==> src/rtl/dafilt_pkg.sv <==
package dafilt_pkg;
  localparam int ADDR_BYTES = 6;
  localparam int HALF_W     = 32;
  localparam int IDX_W      = $clog2(HALF_W);
  localparam int CNT_W      = $clog2(ADDR_BYTES + 1);
  localparam logic [31:0] CRC_POLY = 32'h04C11DB7;
  localparam logic [31:0] CRC_INIT = 32'hFFFF_FFFF;

  // Advance the CRC by one byte, least-significant bit first.
  function automatic logic [31:0] crc_byte(input logic [31:0] c, input logic [7:0] d);
    logic [31:0] r;
    r = c;
    for (int k = 0; k < 8; k++) begin
      if (r[31] ^ d[k]) r = {r[30:0], 1'b0} ^ CRC_POLY;
      else              r = {r[30:0], 1'b0};
    end
    return r;
  endfunction

  // Table position: CRC bits [IDX_W:1] in reversed order.
  function automatic logic [IDX_W-1:0] hash_pos(input logic [31:0] c);
    logic [IDX_W-1:0] p;
    for (int k = 0; k < IDX_W; k++) p[IDX_W-1-k] = c[1+k];
    return p;
  endfunction
endpackage

==> src/rtl/dafilt_crc.sv <==
module dafilt_crc
  import dafilt_pkg::*;
(
  input  logic        clk,
  input  logic        rst_n,
  input  logic        take,
  input  logic        first,
  input  logic [7:0]  data,
  output logic [31:0] crc_next
);
  logic [31:0] crc_q;
  logic [31:0] crc_base;

  assign crc_base = first ? CRC_INIT : crc_q;
  assign crc_next = crc_byte(crc_base, data);

  always_ff @(posedge clk) begin
    if (!rst_n)    crc_q <= CRC_INIT;
    else if (take) crc_q <= crc_next;
  end
endmodule

==> src/rtl/dafilt_capture.sv <==
module dafilt_capture
  import dafilt_pkg::*;
(
  input  logic        clk,
  input  logic        rst_n,
  input  logic        byte_vld,
  input  logic        byte_first,
  input  logic [7:0]  byte_data,
  input  logic [31:0] sta_hi,
  input  logic [31:0] sta_lo,
  output logic        take,
  output logic        last_byte,
  output logic        grp_now,
  output logic        bc_now,
  output logic        st_now
);
  localparam int STA_W = 8 * ADDR_BYTES;

  logic [CNT_W-1:0] cnt_q;
  logic [CNT_W-1:0] pos;
  logic             grp_q, bc_q, st_q;
  logic [STA_W-1:0] sta_flat;
  logic [7:0]       sta_byte;
  logic             in_frame;

  assign sta_flat  = {sta_hi, sta_lo[31:16]};
  assign in_frame  = (cnt_q != '0) && (cnt_q < CNT_W'(ADDR_BYTES));
  assign take      = byte_vld && (byte_first || in_frame);
  assign pos       = byte_first ? '0 : cnt_q;
  assign last_byte = take && (pos == CNT_W'(ADDR_BYTES - 1));

  always_comb begin
    sta_byte = '0;
    for (int i = 0; i < ADDR_BYTES; i++)
      if (pos == CNT_W'(i)) sta_byte = sta_flat[STA_W-1-8*i -: 8];
  end

  assign grp_now = byte_first ? byte_data[0] : grp_q;
  assign bc_now  = (byte_first ? 1'b1 : bc_q) && (byte_data == 8'hFF);
  assign st_now  = (byte_first ? 1'b1 : st_q) && (byte_data == sta_byte);

  always_ff @(posedge clk) begin
    if (!rst_n) begin
      cnt_q <= '0;
      grp_q <= 1'b0;
      bc_q  <= 1'b0;
      st_q  <= 1'b0;
    end else if (take) begin
      cnt_q <= pos + 1'b1;
      grp_q <= grp_now;
      bc_q  <= bc_now;
      st_q  <= st_now;
    end
  end

  assert_cnt_bound_R9: assert property (@(posedge clk) disable iff (!rst_n)
    cnt_q <= CNT_W'(ADDR_BYTES));
  assert_first_restarts_R9: assert property (@(posedge clk) disable iff (!rst_n)
    (byte_vld && byte_first) |=> (cnt_q == CNT_W'(1)));
endmodule

==> src/rtl/dafilt_decide.sv <==
module dafilt_decide
  import dafilt_pkg::*;
(
  input  logic              clk,
  input  logic              rst_n,
  input  logic              last_byte,
  input  logic [31:0]       crc,
  input  logic              grp,
  input  logic              bc,
  input  logic              st,
  input  logic [HALF_W-1:0] hash_hi,
  input  logic [HALF_W-1:0] hash_lo,
  input  logic              promisc,
  input  logic              bcast_rej,
  output logic              verdict_vld,
  output logic              verdict_acc
);
  logic [IDX_W-1:0]  hpos;
  logic [HALF_W-1:0] half;
  logic              hash_hit;
  logic              acc_now;

  assign hpos     = hash_pos(crc);
  assign half     = crc[0] ? hash_hi : hash_lo;
  assign hash_hit = half[hpos];

  always_comb begin
    if (promisc)  acc_now = 1'b1;
    else if (bc)  acc_now = !bcast_rej;
    else if (grp) acc_now = hash_hit;
    else          acc_now = st;
  end

  always_ff @(posedge clk) begin
    if (!rst_n) begin
      verdict_vld <= 1'b0;
      verdict_acc <= 1'b0;
    end else begin
      verdict_vld <= last_byte;
      verdict_acc <= last_byte && acc_now;
    end
  end

  assert_promisc_R7: assert property (@(posedge clk) disable iff (!rst_n)
    (verdict_vld && $past(promisc)) |-> verdict_acc);
  assert_bcast_drop_R6: assert property (@(posedge clk) disable iff (!rst_n)
    (verdict_vld && $past(bc && bcast_rej && !promisc)) |-> !verdict_acc);
  assert_acc_qualified_R8: assert property (@(posedge clk) disable iff (!rst_n)
    verdict_acc |-> verdict_vld);
endmodule

==> src/rtl/dafilt_top.sv <==
module dafilt_top
  import dafilt_pkg::*;
(
  input  logic        clk,
  input  logic        rst_n,
  input  logic        byte_vld,
  input  logic        byte_first,
  input  logic [7:0]  byte_data,
  input  logic [31:0] hash_hi,
  input  logic [31:0] hash_lo,
  input  logic [31:0] sta_hi,
  input  logic [31:0] sta_lo,
  input  logic        promisc,
  input  logic        bcast_rej,
  output logic        verdict_vld,
  output logic        verdict_acc
);
  logic        take, last_byte, grp_now, bc_now, st_now;
  logic [31:0] crc_next;

  dafilt_capture u_cap (
    .clk(clk), .rst_n(rst_n), .byte_vld(byte_vld), .byte_first(byte_first),
    .byte_data(byte_data), .sta_hi(sta_hi), .sta_lo(sta_lo), .take(take),
    .last_byte(last_byte), .grp_now(grp_now), .bc_now(bc_now), .st_now(st_now)
  );

  dafilt_crc u_crc (
    .clk(clk), .rst_n(rst_n), .take(take), .first(byte_first),
    .data(byte_data), .crc_next(crc_next)
  );

  dafilt_decide u_dec (
    .clk(clk), .rst_n(rst_n), .last_byte(last_byte), .crc(crc_next),
    .grp(grp_now), .bc(bc_now), .st(st_now), .hash_hi(hash_hi),
    .hash_lo(hash_lo), .promisc(promisc), .bcast_rej(bcast_rej),
    .verdict_vld(verdict_vld), .verdict_acc(verdict_acc)
  );

  assert_single_pulse_R8: assert property (@(posedge clk) disable iff (!rst_n)
    verdict_vld |=> !verdict_vld);
  assert_verdict_after_take_R8: assert property (@(posedge clk) disable iff (!rst_n)
    verdict_vld |-> $past(take));
endmodule

==> config.mk <==
export PLATFORM = sky130hd
export DESIGN_NAME = dafilt_top
export DESIGN_NICKNAME = d
export VERILOG_FILES = /design/src/rtl/dafilt_pkg.sv /design/src/rtl/dafilt_crc.sv /design/src/rtl/dafilt_capture.sv /design/src/rtl/dafilt_decide.sv /design/src/rtl/dafilt_top.sv
export SDC_FILE = /design/constraint.sdc
export NUM_CORES = 1
export LEC_CHECK = 0
export ABC_CLOCK_PERIOD_IN_PS = 5900
export CAP_MARGIN = 20
export CORE_UTILIZATION = 27
export CTS_CLUSTER_SIZE = 8
export DETAILED_ROUTE_END_ITERATION = 7
export HOLD_SLACK_MARGIN = 0.15
export PLACE_DENSITY = 0.58
export SETUP_SLACK_MARGIN = 0.2
export SLEW_MARGIN = 10
export SYNTH_ARGS = -nofsm -noshare
export SYNTH_HDL_FRONTEND = slang
export SYNTH_SLANG_ARGS = --single-unit
==> constraint.sdc <==
create_clock -name clk -period 5.9 [get_ports clk]
set_input_delay 1.77 -clock clk [delete_from_list [all_inputs] [get_ports clk]]
set_output_delay 1.77 -clock clk [all_outputs]
set_load 0.02 [all_outputs]
==> impl_metrics.ini <==
[synthesis]
syn-instance-count = 501
syn_nets = 646
synth_area_um2 = 4010
synth_area_leaders = dfxtp_1 20%, xnor2_1 17%, o211ai_1 6.7%
yosysUniqueCellTypes = 60
synthTopCellsByCount = 77 x xnor2_1, 60 x nand2_1, 48 x nor2_1
ys.flop_type = dfxtp_1
ys_ff_latch = 40
synth_most_common_cell = xnor2_1
synthArstFlopShare = 0
yosys_warnings = 0
synth.avg_cell_area_um2 = 8.01
netlist.area_leader.share = 0.200
synth_largest_area_cell = dfxtp_1
synth_edf_count = 0
seq_area_frac_synth = 0.200

[place]
place.detailed.hpwl_um = 10100
portBuffers = 127
dpl-instance-area_um2 = 5540
gp_congestion = 0.842

[min_path]
min_from = u_cap.bc_q
whs_path_depth = 2
min_to = u_cap.bc_q
worst_hold_path_type = flip-flop to flip-flop

[setup_path]
r2r-end = u_dec.verdict_acc
reg2reg_from = u_cap.cnt_q[2]
cp.required_ps = 6110
critPathKind = primary input to flip-flop
cp.arrival_ps = 5380
startpoint_type = primary input
critical_path.startpoint = byte_first
critPathMaxFanout = 12
rrSetupSlack_ps = 2200
worstSetupEndpointType = flip-flop
r2r_cells = 12

[die]
ios = 144
start_util = 0.276
die-height_um = 124
fp.dieW_um = 124
rows = 44
die_area_um2 = 15400
coreArea_um2 = 14500

[finish]
postLayoutCellArea_um2 = 5720
register_area_um2 = 801
nFillCells = 1536
final_nets = 765
multiInputGateArea_um2 = 3020
drive_gt1_frac = 0.0886
syn2layout_area_growth_pct = 42.4
antenna_cells = 0

[clock_network]
cts_tree = yes
cts.sinks = 40
clock_path_buffers = 2
cts_setup_buffers = 0
cts_buffers = 5
cts_max_level = 2
cts-hold-fix-buffers = 0
clk_pin_slew_ps = 60
clk_latency_ps = 280
cts_resized = 0
cts-root-buf = clkbuf_16

[drt]
vias = 4112
antenna_left = 0
via_per_inst = 5.11
dr.pass1.iters = 4
wl_per_cell_um = 16.0
drt_wl_total_um = 12900
drc = 0
drt_iter0_markers = 180

[timing]
skew_ps = 2.43
tightest_slew_ps = 1020
setup_tns_ps = 0
hold_viol = 0
rsz0062_at_grt = no
slew_viol_final = 0
max_freq_mhz = 194
relSlewSlack = 0.315
finalWorstPathRequiredPeriod_ps = 5170
setup_viol = 0
fin_crit_sh = 0.876
whs_ps = 471

[grt]
grt_pass1_vias = 4015
grt_pass1_wl_um = 20300
grt_antenna_before_repair = 0
grt_max_degree = 45
grt_use_total = 0.171
grt_overflow = 0

[outcome]
run_status = finished, final reports clean

[power_and_ir_drop]
powerDensity_nw_per_um2 = 267
vdd_drop_max_uv = 129
p_leak_nw = 2.14

[flow_run]
cap_violations = 0
## state kept, by name, summed over array words and instances (netlist names)
register and count:
u_dec.verdict_acc 1, u_crc.crc_q 32, u_cap.bc_q 1, u_dec.verdict_vld 1, u_cap.cnt_q 3, u_cap.grp_q 1, u_cap.st_q 1
## worst max-delay path by stage
stage,slack [ps],endpoint,cells after the start
after detailed placement,530,u_dec.verdict_acc,13
after CTS,810,u_dec.verdict_acc,13
final,730,u_dec.verdict_acc,13
after global placement,560,u_dec.verdict_acc,13
after floorplan,1010,u_dec.verdict_acc,16
after global routing,410,u_dec.verdict_acc,13
## through the flow
step	total power [mW]	cells	utilization	setup WS (ps)
after floorplan	0.959	501	-	1010
after global placement	1.20	797	0.381	558
after detailed placement	1.21	797	0.381	532
after CTS	1.55	805	0.393	812
after global routing	1.64	805	0.393	412
final	1.53	805	0.393	733
## logic make-up (layout without fill, tap and decap cells)
kind of cell	after synthesis	after routing	synth area share
mux	36	36	0.107
compound gates	112	112	0.208
buf+inv	50	170	0.0530
simple gates	161	161	0.181
xor+xnor	99	99	0.241
flops	40	40	0.200
fa+ha+maj	3	3	0.00936
## cell usage in the layout (no fill, tap or decap), types with 4 or more instances in the layout
master,n
clkdlybuf4s50_1,127
xnor2_1,77
nand2_1,60
nor2_1,48
dfxtp_1,40
o211ai_1,36
buf_4,23
mux2i_1,19
xor2_1,13
inv_1,12
nor3_1,12
a21oi_1,12
mux2_2,12
o21ai_0,10
and2_1,9
o311ai_0,8
nand3_1,7
a221oi_1,6
o22ai_1,6
nor2b_1,5
xnor3_1,5
clkbuf_16,5
and3_1,4
## metal layers
metal / track usage / part of all wire
met5: 0 / 0
met4: 0.0469 / 0.016
met3: 0.0279 / 0.046
met2: 0.295 / 0.50
met1: 0.219 / 0.44
## layout make-up
type                            instances  area share
Multi-Input combinational cell        411       0.528
Tap cell                              184      0.0403
Clock buffer                            6      0.0243
Timing Repair Buffer                  150       0.253
Clock inverter                          2     0.00679
Sequential cell                        40       0.140
Inverter                               12     0.00788
## power breakdown
group	leakage, nW	switching [mW]	internal [mW]
logic	1.73	0.413	0.454
registers	0.331	0.0327	0.304
clock network	0.0871	0.113	0.212
## worst max-delay path, cell delays in order
cell and delay (ps):
clkdlybuf4s50_1 480, nor2b_1 280, inv_1 270, ha_1 400, inv_1 280, o311ai_0 350
a221o_1 430, o31ai_1 250, o211ai_1 150, nor4_1 310, buf_4 180, a221oi_1 70
o22ai_1 160
No activity file was read; power rests on OpenSTA's default activity.
